## config.mk

```make
export PLATFORM = sky130hd
export DESIGN_NAME = rsq_top
export DESIGN_NICKNAME = d
export VERILOG_FILES = /design/src/rtl/rsq_pkg.sv /design/src/rtl/rsq_counter.sv /design/src/rtl/rsq_phase_fsm.sv /design/src/rtl/rsq_status.sv /design/src/rtl/rsq_top.sv
export SDC_FILE = /design/constraint.sdc
export NUM_CORES = 1
export LEC_CHECK = 0
export BUFFER_PORTS_ARGS = -buffer_cell sky130_fd_sc_hd__buf_2
export CAP_MARGIN = 30
export CORE_UTILIZATION = 35
export DETAILED_ROUTE_END_ITERATION = 10
export PLACE_DENSITY = 0.59
export SYNTH_ARGS = -nofsm -noshare
export SYNTH_HDL_FRONTEND = slang
export SYNTH_SLANG_ARGS = --single-unit
```

## constraint.sdc

```tcl
create_clock -name osc_clk -period 2.4 [get_ports osc_clk]
set_clock_uncertainty 0.2 [all_clocks]
set_input_delay 0.24 -clock osc_clk [delete_from_list [all_inputs] [get_ports osc_clk]]
set_output_delay 0.24 -clock osc_clk [all_outputs]
set_load 0.005 [all_outputs]
```

## src/rtl/rsq_pkg.sv

```systemverilog
package rsq_pkg;

    typedef enum logic [2:0] {
        PH_PIN_HOLD = 3'd0,
        PH_CPU_HOLD = 3'd1,
        PH_RUN      = 3'd2,
        PH_STOPPED  = 3'd3,
        PH_RECOVER  = 3'd4
    } phase_e;

    typedef struct packed {
        logic pin_low;
        logic cpu_hold;
        logic bus_en;
    } seq_out_t;

    function automatic seq_out_t decode_phase(phase_e ph);
        seq_out_t o;
        o.pin_low  = (ph == PH_PIN_HOLD);
        o.cpu_hold = (ph == PH_PIN_HOLD) || (ph == PH_CPU_HOLD);
        o.bus_en   = !((ph == PH_STOPPED) || (ph == PH_RECOVER));
        return o;
    endfunction

endpackage

```

## src/rtl/rsq_counter.sv

```systemverilog
module rsq_counter #(
    parameter int CNT_W = 13
) (
    input  logic             clk,
    input  logic             clr,
    input  logic             hold,
    output logic [CNT_W-1:0] cnt_o,
    output logic             tick_o
);
    localparam logic [CNT_W-1:0] CNT_MAX = '1;

    always_ff @(negedge clk) begin
        if (clr || hold) begin
            cnt_o  <= '0;
            tick_o <= 1'b0;
        end else begin
            cnt_o  <= cnt_o + 1'b1;
            tick_o <= (cnt_o == CNT_MAX);
        end
    end

    // a tick is only ever seen when the count has just wrapped to zero
    assert_tick_at_zero_R1: assert property (@(negedge clk) disable iff (clr)
        tick_o |-> (cnt_o == '0));

endmodule

```

## src/rtl/rsq_phase_fsm.sv

```systemverilog
module rsq_phase_fsm
    import rsq_pkg::*;
#(
    parameter int CNT_W     = 13,
    parameter int PIN_CYC   = 4096,
    parameter int CPU_CYC   = 64,
    parameter int SHORT_CYC = 32,
    parameter int LONG_CYC  = 4096
) (
    input  logic             clk,
    input  logic             por,
    input  logic             lvd_det,
    input  logic             stop_req,
    input  logic             wake_evt,
    input  logic             short_wake,
    input  logic [CNT_W-1:0] cnt_i,
    output phase_e           phase_o,
    output logic             cnt_clr_o,
    output logic             cnt_hold_o
);
    localparam logic [CNT_W-1:0] PIN_LAST   = CNT_W'(PIN_CYC - 1);
    localparam logic [CNT_W-1:0] CPU_LAST   = CNT_W'(PIN_CYC + CPU_CYC - 1);
    localparam logic [CNT_W-1:0] SHORT_LAST = CNT_W'(SHORT_CYC - 1);
    localparam logic [CNT_W-1:0] LONG_LAST  = CNT_W'(LONG_CYC - 1);

    phase_e phase_q, phase_d;
    logic   short_q;
    logic   [CNT_W-1:0] wake_last;

    assign wake_last  = short_q ? SHORT_LAST : LONG_LAST;
    assign cnt_clr_o  = lvd_det || ((phase_q == PH_RUN) && stop_req);
    assign cnt_hold_o = (phase_q == PH_STOPPED);
    assign phase_o    = phase_q;

    always_comb begin
        phase_d = phase_q;
        if (lvd_det) begin
            phase_d = PH_PIN_HOLD;
        end else begin
            case (phase_q)
                PH_PIN_HOLD: if (cnt_i == PIN_LAST)  phase_d = PH_CPU_HOLD;
                PH_CPU_HOLD: if (cnt_i == CPU_LAST)  phase_d = PH_RUN;
                PH_RUN:      if (stop_req)           phase_d = PH_STOPPED;
                PH_STOPPED:  if (wake_evt)           phase_d = PH_RECOVER;
                PH_RECOVER:  if (cnt_i == wake_last) phase_d = PH_RUN;
                default:                             phase_d = PH_PIN_HOLD;
            endcase
        end
    end

    always_ff @(negedge clk) begin
        if (por) begin
            phase_q <= PH_PIN_HOLD;
            short_q <= 1'b0;
        end else begin
            phase_q <= phase_d;
            if ((phase_q == PH_STOPPED) && wake_evt && !lvd_det)
                short_q <= short_wake;
        end
    end

    // low-voltage detect during stop beats a simultaneous wake
    assert_lvd_beats_wake_R11: assert property (@(negedge clk) disable iff (por)
        ((phase_q == PH_STOPPED) && lvd_det && wake_evt) |=> (phase_q == PH_PIN_HOLD));

    // a stop entered from normal running leaves the counter at zero
    assert_stop_clears_R7: assert property (@(negedge clk) disable iff (por)
        ((phase_q == PH_RUN) && stop_req && !lvd_det) |=> ((cnt_i == '0) && (phase_q == PH_STOPPED)));

endmodule

```

## src/rtl/rsq_status.sv

```systemverilog
module rsq_status (
    input  logic clk,
    input  logic por,
    input  logic lvd_det,
    input  logic flag_clr,
    output logic lvd_flag_o
);
    always_ff @(negedge clk) begin
        if (por)           lvd_flag_o <= 1'b0;
        else if (lvd_det)  lvd_flag_o <= 1'b1;
        else if (flag_clr) lvd_flag_o <= 1'b0;
    end

    // a clear request without a new event empties the flag
    assert_flag_clear_R6: assert property (@(negedge clk) disable iff (por)
        (flag_clr && !lvd_det) |=> !lvd_flag_o);

    // a low-voltage event always leaves the flag set
    assert_flag_set_R5: assert property (@(negedge clk) disable iff (por)
        lvd_det |=> lvd_flag_o);

endmodule

```

## src/rtl/rsq_top.sv

```systemverilog
module rsq_top
    import rsq_pkg::*;
#(
    parameter int CNT_W     = 13,
    parameter int PIN_CYC   = 4096,
    parameter int CPU_CYC   = 64,
    parameter int SHORT_CYC = 32,
    parameter int LONG_CYC  = 4096
) (
    input  logic osc_clk,
    input  logic por,
    input  logic lvd_det,
    input  logic ext_rst_n,
    input  logic stop_req,
    input  logic wake_evt,
    input  logic short_wake,
    input  logic flag_clr,
    output logic pin_drive_low,
    output logic cpu_rst,
    output logic bus_clk_en,
    output logic lvd_flag,
    output logic wdog_tick
);
    localparam logic [CNT_W-1:0] CNT_MAX = '1;

    logic [CNT_W-1:0] cnt;
    logic             seq_clr, seq_hold;
    phase_e           phase;
    seq_out_t         dec;

    rsq_counter #(.CNT_W(CNT_W)) i_cnt (
        .clk    (osc_clk),
        .clr    (por || seq_clr),
        .hold   (seq_hold),
        .cnt_o  (cnt),
        .tick_o (wdog_tick)
    );

    rsq_phase_fsm #(
        .CNT_W(CNT_W), .PIN_CYC(PIN_CYC), .CPU_CYC(CPU_CYC),
        .SHORT_CYC(SHORT_CYC), .LONG_CYC(LONG_CYC)
    ) i_fsm (
        .clk        (osc_clk),
        .por        (por),
        .lvd_det    (lvd_det),
        .stop_req   (stop_req),
        .wake_evt   (wake_evt),
        .short_wake (short_wake),
        .cnt_i      (cnt),
        .phase_o    (phase),
        .cnt_clr_o  (seq_clr),
        .cnt_hold_o (seq_hold)
    );

    rsq_status i_stat (
        .clk        (osc_clk),
        .por        (por),
        .lvd_det    (lvd_det),
        .flag_clr   (flag_clr),
        .lvd_flag_o (lvd_flag)
    );

    assign dec           = decode_phase(phase);
    assign pin_drive_low = dec.pin_low;
    assign cpu_rst       = dec.cpu_hold || !ext_rst_n;
    assign bus_clk_en    = dec.bus_en;

    // the pin is never driven low without the CPU also held
    assert_pin_implies_cpu_R4: assert property (@(negedge osc_clk) disable iff (por)
        pin_drive_low |-> cpu_rst);

    // a stop clear on the wrap edge suppresses the tick
    assert_clear_beats_tick_R10: assert property (@(negedge osc_clk) disable iff (por)
        (bus_clk_en && !cpu_rst && stop_req && !lvd_det && (cnt == CNT_MAX)) |=> !wdog_tick);

    // low-voltage detect drives the reset pin on the next cycle
    assert_lvd_pin_R5: assert property (@(negedge osc_clk) disable iff (por)
        lvd_det |=> pin_drive_low);

endmodule

```

==> reports/qor.txt, run 1 <==
Path class of the lowest-slack min-delay path: register to register
GPL Wtd Cong: 0.748
Multi-input logic area: 564 um2
Cell class contributing the biggest share of worst-path delay: flip-flops
Result of the run: finished, violations left
Worst Setup SP: i_fsm.phase_o[2]
Total leakage power: 0.572 nW
Number of unique standard cell types used by synthesis: 36
Biggest fanout along the worst timing path: 3
Reg-to-reg critical path startpoint: i_fsm.phase_o[0]
Master of the slowest instance on the critical path: dfxtp_4
Initial Utilization: 38.3%
Average wire per cell in the routed design: 11.6 um
Number of instances in the synthesized netlist: 116
Ports placed on the boundary: 13
H-Tree Level Count: 1
Worst-case register-to-register setup slack: 0.53 ns
Endpoint of the lowest-slack register-to-register path: i_cnt.cnt_o[11]
Hold slack final: 0.250 ns
CP Data Required Time: 1.96 ns
Slowest stage delay, CP: 0.37 ns
Clock insertion delay at the later pin of the skew report: 0.38 ns
Number of clock buffers inserted by TritonCTS: 3
Path type of the worst setup path: register to output port
Largest buffer count on any clock path: 2
Fraction of final layout cells sized beyond drive strength 1: 28.9%
Peak supply drop: 0.472 mV
Fin. Hold Viols: 0
# hold bufs at CTS: 0
Critical path buffer and inverter count: 1
Total global routing track utilization: 16.7%
Worst max-slew margin expressed relative to the limit: 74.2%
Largest cells by area after synthesis: dfxtp_1 (39%), xor2_1 (7.1%), nor2_1 (6.1%), nand4_1 (5.1%), nand2_1 (3.4%)
Hold Startpoint: i_cnt.cnt_o[0]
Highest metal used: met4
Layout fillers: 262
Height of the die: 55.0 um
Total die area: 3020 um2
Setup repair after global routing missed its margin: yes
Worst Max-Slew Pin Slew: 0.386 ns
Syn-to-layout area delta: 33.1%
Post-route ant nets: 0
DIE WIDTH: 55.0 um
First-pass iteration count of the detailed router: 3
Cell area reported after detailed placement: 1110 um2
Number of storage elements in the synthesis netlist: 19
Met3 routed WL: 63 um
Worst hold path cell count: 1
Met2 routed WL: 1.11 mm
Synthesized Nets: 125
Maximum number of pins on one net before global-route repair: 13
Violations in the final reports: negative setup slack
Core region area: 2570 um2
Global-route wire length before repair: 3.55 mm
Worst-case setup margin in the final layout: -0.391 ns
Overflow left after global routing: 0
Std-Cell Rows: 18
Wl on met1: 994 um
Number of design-rule violations left by the first detailed-router iteration: 10
Post-layout nets: 169
Number of buffers inserted by port buffering: 12
Setup-failing EPs final: 5
Max_cap viols: 0
FF/Latch Area: 394 um2
Largest area contributor in the synthesized netlist: dfxtp_1
Clock slew at the register clock pins of the worst setup and hold paths: 0.05 ns
Number of clock sinks seen by CTS: 19
Power density over the cells: 491 nW/um2
Capturing element type of the critical path: output port
Share of the core filled with cells: 50.9%
Warnings from Yosys: 0
Detailed placement HPWL: 1.52 mm
Pwr Total: 641 uW
DRC Markers: 0
Critical path, cell by cell: nor3b_4 > a21oi_2 > buf_2
Endpoint, Worst Hold: i_cnt.cnt_o[0]
Path depth of the worst reg2reg path: 7
Slew Limit Fails: 0
Total detailed-routing wirelength: 2.19 mm
ANT cells: 0
Nature of the critical path startpoint: register
Final instance area: 1310 um2
CP arrival: 2.35 ns
Number of global-route vias before repair: 931
Post-Syn Area per Cell: 8.47 um2
Cell chosen for the clock root: clkbuf_4
Initial antenna violation count: 0
Via density per instance: 5.11
Sequential cell area fraction in the yosys report: 38.7%
Portion of synthesized cell area occupied by the leading cell type: 38.7%
Post-synthesis cell area: 982 um2
Total via count after detailed routing: 965
TritonCTS clock tree: built
[synth_stat cells]
library cell and instances:
a21oi_1 6, nand3_1 6, and2_1 2, xor2_1 8, or3_1 1, a31oi_1 1
xnor2_1 2, or2_1 1, or2_0 1, and4_1 1, ha_1 1, clkbuf_1 1
and3_1 2, nor4_4 1, buf_6 2, a21o_1 1, nand4_1 8, nor3b_2 1
nand4b_1 2, o31ai_1 1, inv_1 4, or4_1 1, o21ai_0 3, or4b_1 1
nor2b_1 1, and3_2 1, a2bb2oi_1 1, nand2_1 9, nor3_1 3, nor4_1 1
buf_2 2, o211ai_1 2, nor2_1 16, buf_4 2, dfxtp_1 19, nor4b_2 1
[registers in the layout, summed over array words and instances (netlist names)]
register	cells
i_stat.lvd_flag_o	1
i_fsm.phase_o	3
i_cnt.cnt_o	13
i_fsm.short_q	1
i_cnt.tick_o	1
[layout make-up]
type	count	share of cell area (%)
flip-flops and latches	19	30.1
repair buffers	28	15.1
multi-input cells	86	43.2
clock inverters	20	6.12
clock buffers	3	1.72
inverters	3	0.861
well taps	30	2.87
[power by group]
part	switching, mW	internal (mW)
logic	0.0126	0.0134
registers	0.00151	0.316
clock network	0.191	0.106
total	0.205	0.436
[through the flow]
step,worst slack [ns],TNS (ns),instances
floorplan,-0.163,-0.298,116
global placement,-0.249,-1.59,161
detailed placement,-0.268,-1.98,161
global route,-0.445,-1.37,189
CTS,-0.371,-1.14,187
finish,-0.391,-1.09,189
[metal layers]
metal	track usage (%)	vias up
met5	0	-
met4	11.7	0
met3	6.83	2
met2	28.1	13
met1	16.7	457
li1	-	493
[worst max-delay path by stage]
stage                                  to  slack (ns)  cells past startpoint
after floorplan           i_cnt.cnt_o[11]       -0.16                      4
after global placement    i_cnt.cnt_o[11]       -0.25                      5
after detailed placement  i_cnt.cnt_o[11]       -0.27                      5
after CTS                      bus_clk_en       -0.37                      3
after global routing           bus_clk_en       -0.45                      3
final                          bus_clk_en       -0.39                      3
[repair_timing]
item	in CTS	in global routing
gates cloned	0	0
pin swaps	1	2
resized for setup	10	7
setup endpoints to repair	5	5
buffers inserted	4	2
[placed cells by master (no fill, tap or decap), types with 2 or more instances in the layout]
cell      instances
xnor2_1           2
o21ai_0           2
xor2_1            8
nand2_1           9
dfxtp_2           2
a21oi_1           5
nor3_1            2
inv_1            22
nand3_1           6
nand4b_1          2
dfxtp_1          14
and3_1            2
dfxtp_4           3
nor2_1           16
and2_1            2
nand4_1           8
clkbuf_4          3
o211ai_1          2
buf_2            11
buf_6             4
buf_4            13
[cells by family after synthesis]
| logic type | share of synthesized area, % |
|---|---|
| compound gates | 9.17 |
| xor+xnor | 8.92 |
| fa+ha+maj | 1.27 |
| buf+inv | 6.75 |
| flops | 38.7 |
| simple gates | 35.2 |
(Power assumes the default switching activity.)
==> inputs of run 2 (changes only) <==
PLACE_DENSITY = 0.61   (was 0.59)
clock period = 2.3 ns   (was 2.4 ns; I/O delays follow)
==> run 2 against run 1 <==
Net effect:
- the flow still finishes with violations (negative setup slack)
- sequential share of layout area fell by 0.17 points
- total power rose by 20%
- global-route usage rose by 0.71 points
- critical endpoint unchanged
==> reports/qor.txt, run 2 (same netlist as run 1, synthesis figures left out) <==
Result of the run: finished, violations left
Violations in the final reports: negative setup slack
Initial antenna violation count: 0 (unchanged)
Max_cap viols: 0 (unchanged)
Total die area: 3020 um2 (unchanged)
Commonest cells after routing, fill and taps aside: inv_1 (22), nor2_1 (16), dfxtp_1 (15), buf_2 (12), buf_4 (12)
Worst-case setup margin in the final layout: -0.397 ns (-0.00600 ns)
Power density over the cells: 589 nW/um2 (+20%)
First-pass iteration count of the detailed router: 4 (+1)
Leading cell type in the layout, fill and taps excluded: inv_1
Path type of the worst setup path: register to output port
Share of the core filled with cells: 50.7% (-0.19 points)
Biggest fanout along the worst timing path: 4 (+1)
GPL Wtd Cong: 0.764 (+2.1%)
Setup repair after global routing missed its margin: yes
Worst hold path cell count: 1 (unchanged)
Capturing element type of the critical path: output port
Pwr Total: 768 uW (+20%)
Average wire per cell in the routed design: 11.4 um (-1.3%)
Fraction of final layout cells sized beyond drive strength 1: 26.8% (-2.2 points)
TritonCTS clock tree: built
Global-route wire length before repair: 3.72 mm (+4.9%)
CP arrival: 2.27 ns (-0.08 ns)
Overflow left after global routing: 0 (unchanged)
Critical path buffer and inverter count: 1 (unchanged)
Critical path, cell by cell: nor3b_4 > a21oi_2 > buf_2
Ports placed on the boundary: 13 (unchanged)
Std-Cell Rows: 18 (unchanged)
Register bank with the most flops: i_cnt.cnt_o
Height of the die: 55.0 um (unchanged)
Cell class contributing the biggest share of worst-path delay: flip-flops
Post-layout nets: 167 (-1.2%)
Cell chosen for the clock root: clkbuf_4
Clock slew at the register clock pins of the worst setup and hold paths: 0.04 ns (about the same)
ANT cells: 0 (unchanged)
Total via count after detailed routing: 945 (-2.1%)
Final instance area: 1300 um2 (-0.38%)
CP Data Required Time: 1.87 ns (-0.09 ns)
DIE WIDTH: 55.0 um (unchanged)
Path depth of the worst reg2reg path: 4 (-3)
Initial Utilization: 38.3% (unchanged)
Total leakage power: 0.573 nW (+0.14%)
Layout fillers: 269 (+2.7%)
Slowest stage delay, CP: 0.36 ns (about the same)
Number of buffers inserted by port buffering: 12 (unchanged)
Worst max-slew margin expressed relative to the limit: 73.9% (-0.30 points)
Number of flip-flops under the largest register name: 13 (unchanged)
Via density per instance: 5.05 (-1.0%)
Multi-input logic area: 567 um2 (+0.44%)
Path class of the lowest-slack min-delay path: register to register
Setup-failing EPs final: 5 (unchanged)
Total global routing track utilization: 17.4% (+0.71 points)
Nature of the critical path startpoint: register
FF/Latch Area: 390 um2 (-0.95%)
Slew Limit Fails: 0 (unchanged)
Endpoint, Worst Hold: i_cnt.cnt_o[0]
Endpoint of the lowest-slack register-to-register path: i_fsm.phase_o[1]
Core region area: 2570 um2 (unchanged)
Cell area reported after detailed placement: 1130 um2 (+1.3%)
Reg-to-reg critical path startpoint: i_cnt.cnt_o[5]
DRC Markers: 0 (unchanged)
Clock insertion delay at the later pin of the skew report: 0.37 ns (about the same)
H-Tree Level Count: 1 (unchanged)
Worst-case register-to-register setup slack: 0.44 ns (-0.09 ns)
Hold slack final: 0.237 ns (-0.0136 ns)
Peak supply drop: 0.661 mV (+40%)
Master of the slowest instance on the critical path: dfxtp_4
Fin. Hold Viols: 0 (unchanged)
Syn-to-layout area delta: 32.6%
Total detailed-routing wirelength: 2.14 mm (-2.3%)
Number of design-rule violations left by the first detailed-router iteration: 14 (+4)
Number of clock buffers inserted by TritonCTS: 3 (unchanged)
Worst Max-Slew Pin Slew: 0.391 ns (+0.00454 ns)
Number of clock sinks seen by CTS: 19 (unchanged)
Maximum number of pins on one net before global-route repair: 13 (unchanged)
Post-route ant nets: 0 (unchanged)
# hold bufs at CTS: 0 (unchanged)
Largest buffer count on any clock path: 2 (unchanged)
Number of global-route vias before repair: 935 (+0.43%)
Hold Startpoint: i_cnt.cnt_o[0]
Detailed placement HPWL: 1.52 mm (+0.35%)
[run 2: cell types whose count changed in the layout (fill, tap and decap cells not counted), sizes merged]
cell / before / now
bufinv: 0 / 1
buf: 28 / 26
clkinv: 1 / 0
[run 2: how the worst max path moves through the flow]
stage | endpoint | startpoint | depth (start not counted) | slack [ns]
global placement | i_cnt.cnt_o[11] | por | 5 | -0.29
finish | bus_clk_en | i_fsm.phase_o[1] | 3 | -0.40
detailed placement | i_cnt.cnt_o[11] | por | 5 | -0.30
floorplan | i_cnt.cnt_o[11] | por | 4 | -0.20
global route | pin_drive_low | i_fsm.phase_o[2] | 3 | -0.46
CTS | bus_clk_en | i_fsm.phase_o[1] | 3 | -0.42
[run 2: metal layers]
layer | vias to the layer above | share of wire, % | track usage (%)
met1 | 434 | 47 | 18.6
met5 | - | 0 | 0
met4 | 0 | 1.6 | 9.58
met3 | 5 | 3.2 | 7.65
met2 | 15 | 48 | 28.7
li1 | 491 | - | -
[run 2: area by class of cell]
class / instances / share of cell area (%)
Tap cell: 30 / 2.88
Multi-Input combinational cell: 86 / 43.5
Sequential cell: 19 / 30.0
Inverter: 3 / 0.865
Timing Repair Buffer: 26 / 13.3
Clock inverter: 20 / 7.78
Clock buffer: 3 / 1.73
[run 2: through the flow]
stage	TNS [ns]	setup WS, ns	instances
2_1_floorplan	-0.374	-0.203	116
3_3_place_gp	-2.24	-0.289	163
3_5_place_dp	-2.59	-0.296	163
4_1_cts	-1.35	-0.419	187
5_1_grt	-1.59	-0.465	187
6_report	-1.23	-0.397	187
[run 2: where the power goes]
group / internal, mW / total [mW] / switching [mW]
combinational: 0.0138 / 0.0263 / 0.0125
clock: 0.218 / 0.408 / 0.190
sequential: 0.332 / 0.333 / 0.00154
[run 2: what timing repair did]
item                       in CTS  in global routing
buffers inserted                2                  0
resized for setup              11                  2
setup endpoints to repair       5                  5
pin swaps                       3                  1
==> inputs of run 3 (changes only) <==
SLEW_MARGIN = 20   (was default)
SYNTH_HIERARCHICAL = 1   (was default)
==> run 3 against run 2 <==
Net effect:
- the run still ends with negative setup slack left
- total power fell by 11%
- clock-buffer cell count did not move
- flip-flop and latch count is the same
- global-route usage decreased by 1.7 points
- routed wire length up 18%
- clock power down 24%
- die area increased by 1.2%
- cell count is 3.7% higher
- critical path depth did not move
==> reports/qor.txt, run 3 <==
Total global routing track utilization: 15.8% (-1.7 points)
Cell chosen for the clock root: clkbuf_4
CP Data Required Time: 1.87 ns (about the same)
Endpoint, Worst Hold: i_stat/lvd_flag_o
Hold Startpoint: i_stat/lvd_flag_o
Number of flip-flops under the largest register name: 13 (unchanged)
Global-route wire length before repair: 3.89 mm (+4.6%)
Sequential cell area fraction in the yosys report: 38.2% (-0.49 points)
Post-layout nets: 174 (+4.2%)
Largest cells by area after synthesis: dfxtp_1 (38%), a21oi_1 (5.0%), nand2_1 (4.2%), inv_1 (3.4%), nor2_1 (3.4%)
Peak supply drop: 0.469 mV (-29%)
Portion of synthesized cell area occupied by the leading cell type: 38.2% (-0.49 points)
Violations in the final reports: negative setup slack
Power density over the cells: 491 nW/um2 (-17%)
Reg-to-reg critical path startpoint: i_cnt/cnt_o[7]
Post-synthesis cell area: 995 um2 (+1.3%)
Met2 Usage GRT: 25.1% (-3.6 points)
Post-route ant nets: 0 (unchanged)
Average wire per cell in the routed design: 13.0 um (+14%)
Fraction of final layout cells sized beyond drive strength 1: 37.2% (+10 points)
H-Tree Level Count: 1 (unchanged)
Worst-case register-to-register setup slack: 0 ns (-0.44 ns)
Ports placed on the boundary: 13 (unchanged)
Total via count after detailed routing: 1038 (+9.8%)
Worst max-slew margin expressed relative to the limit: 66.6% (-7.3 points)
Number of enable-type register cells in the synthesized netlist: 0 (unchanged)
Core region area: 2590 um2 (+0.88%)
Nature of the critical path startpoint: register
Worst hold path cell count: 2 (+1)
Initial Utilization: 38.4% (+0.15 points)
First-pass iteration count of the detailed router: 4 (unchanged)
Capturing element type of the critical path: output port
Commonest register cell after synthesis: dfxtp_1
ANT cells: 0 (unchanged)
GPL Wtd Cong: 0.841 (+10%)
Std-Cell Rows: 18 (unchanged)
Total Neg Setup Slack: -1.31 ns (-0.0826 ns)
Setup repair after global routing missed its margin: yes
Number of design-rule violations left by the first detailed-router iteration: 33 (+19)
FF/Latch Area: 387 um2 (-0.96%)
Slew Limit Fails: 0 (unchanged)
Warnings from Yosys: 6 (+6)
Maximum number of pins on one net before global-route repair: 13 (unchanged)
Ys async rst share: 0% (unchanged)
Register bank with the most flops: i_cnt/cnt_o
Cell class contributing the biggest share of worst-path delay: flip-flops
Worst Max-Slew Pin Slew: 0.495 ns (+0.104 ns)
Total die area: 3060 um2 (+1.2%)
Share of the core filled with cells: 53.9% (+3.2 points)
TritonCTS clock tree: built
Hold slack final: 0.285 ns (+0.0486 ns)
Leading cell type in the layout, fill and taps excluded: inv_1
Number of unique standard cell types used by synthesis: 40 (+11%)
Number of global-route vias before repair: 986 (+5.5%)
Total detailed-routing wirelength: 2.52 mm (+18%)
Setup-failing EPs final: 8 (+3)
Via density per instance: 5.35 (+5.9%)
Critical path, cell by cell: and3b_1 > a21oi_2 > buf_2
Clock insertion delay at the later pin of the skew report: 0.39 ns (+0.02 ns)
Endpoint of the lowest-slack register-to-register path: i_fsm/phase_o[0]
Syn-to-layout area delta: 40.4%
Overflow left after global routing: 0 (unchanged)
Number of clock buffers inserted by TritonCTS: 3 (unchanged)
Number of clock sinks seen by CTS: 19 (unchanged)
Post-Syn Area per Cell: 8.29 um2 (-2.1%)
Clock slew at the register clock pins of the worst setup and hold paths: 0.04 ns (about the same)
Detailed placement HPWL: 1.70 mm (+12%)
Number of storage elements in the synthesis netlist: 19 (unchanged)
Leading cell type by number of instances after synthesis: dfxtp_1
Pwr Total: 686 uW (-11%)
Path class of the lowest-slack min-delay path: register to register
Layout fillers: 244 (-9.3%)
Initial antenna violation count: 0 (unchanged)
Commonest cells post-synth: dfxtp_1 (19), nand2_1 (11), a21oi_1 (10)
Fin. Hold Viols: 0 (unchanged)
CP arrival: 2.24 ns (-0.03 ns)
DRC Markers: 0 (unchanged)
Most Crowded Layer GR: met2
Number of instances in the synthesized netlist: 120 (+3.4%)
Multi-input logic area: 691 um2 (+22%)
Met1 layer usage reported by global route: 18.7% (+0.054 points)
Result of the run: finished, violations left
Slowest stage delay, CP: 0.32 ns (-0.04 ns)
# hold bufs at CTS: 0 (unchanged)
Commonest cells after routing, fill and taps aside: inv_1 (25), dfxtp_1 (14), buf_4 (12), buf_2 (11), nand2_1 (10)
Height of the die: 55.3 um (+0.61%)
Largest buffer count on any clock path: 2 (unchanged)
Worst Setup SP: i_fsm/phase_o[2]
Biggest fanout along the worst timing path: 3 (-1)
Synthesized Nets: 129 (+3.2%)
Worst-case setup margin in the final layout: -0.374 ns (+0.0227 ns)
Critical path buffer and inverter count: 1 (unchanged)
Max_cap viols: 0 (unchanged)
DIE WIDTH: 55.3 um (+0.61%)
Path depth of the worst reg2reg path: 5 (+1)
Met3 routing resource usage after global routing: 5.62% (-2.0 points)
Path type of the worst setup path: register to output port
Number of buffers inserted by port buffering: 12 (unchanged)
Total leakage power: 0.560 nW (-2.2%)
Master of the slowest instance on the critical path: dfxtp_2
Largest area contributor in the synthesized netlist: dfxtp_1
## run 3: worst min-delay path, cell delays in order, from the launching register on
cell      delay [ns]
dfxtp_2         0.31
nand2b_1        0.08
a21oi_2         0.06
## run 3: cell families after synthesis
| logic type | count (synthesis) | synth area share, % |
|---|---|---|
| simple gates | 60 | 35.1 |
| compound gates | 24 | 16.0 |
| flops | 19 | 38.2 |
| buf+inv | 10 | 3.77 |
| xor+xnor | 3 | 2.64 |
| mux | 3 | 3.02 |
| fa+ha+maj | 1 | 1.26 |
## run 3: through the flow
stage / instance area [um2] / instances / setup slack (ns)
2_1_floorplan: 1050 / 120 / -0.289
3_3_place_gp: 1210 / 172 / -0.400
3_5_place_dp: 1210 / 172 / -0.470
4_1_cts: 1330 / 192 / -0.388
5_1_grt: 1400 / 194 / -0.444
6_report: 1400 / 194 / -0.374
## run 3: how the worst max path moves through the flow
stage                          end  slack [ns]  cells after the start
floorplan           i_cnt/cnt_o[9]       -0.29                      6
global placement    i_cnt/cnt_o[9]       -0.40                      7
detailed placement  i_cnt/cnt_o[9]       -0.47                      7
CTS                     bus_clk_en       -0.39                      3
global route            bus_clk_en       -0.44                      3
finish                  bus_clk_en       -0.37                      3
## run 3: layout make-up
class                      instances  share of cell area [%]
clock inverter                    20                    5.73
clock buffer                       3                    1.61
tap                               30                    2.69
timing repair buffer              24                    11.2
multi-input combinational         92                    49.5
sequential                        19                    27.7
inverter                           6                    1.61
## run 3: layer usage
layer  wire (um)  up-vias
li1            -      522
met1        1110      477
met2        1200       30
met3         121        9
met4          89        0
met5           0        -
## run 3: report_power, final
part / internal (mW) / switching, mW
Clock: 0.111 / 0.201
Combinational: 0.0209 / 0.0164
Sequential: 0.334 / 0.00293
Total: 0.466 / 0.220
## run 3: what timing repair did
action,CTS,global route
resized for setup,9,10
gates cloned,0,1
setup endpoints to repair,7,9
buffers inserted,0,1
pin swaps,0,4
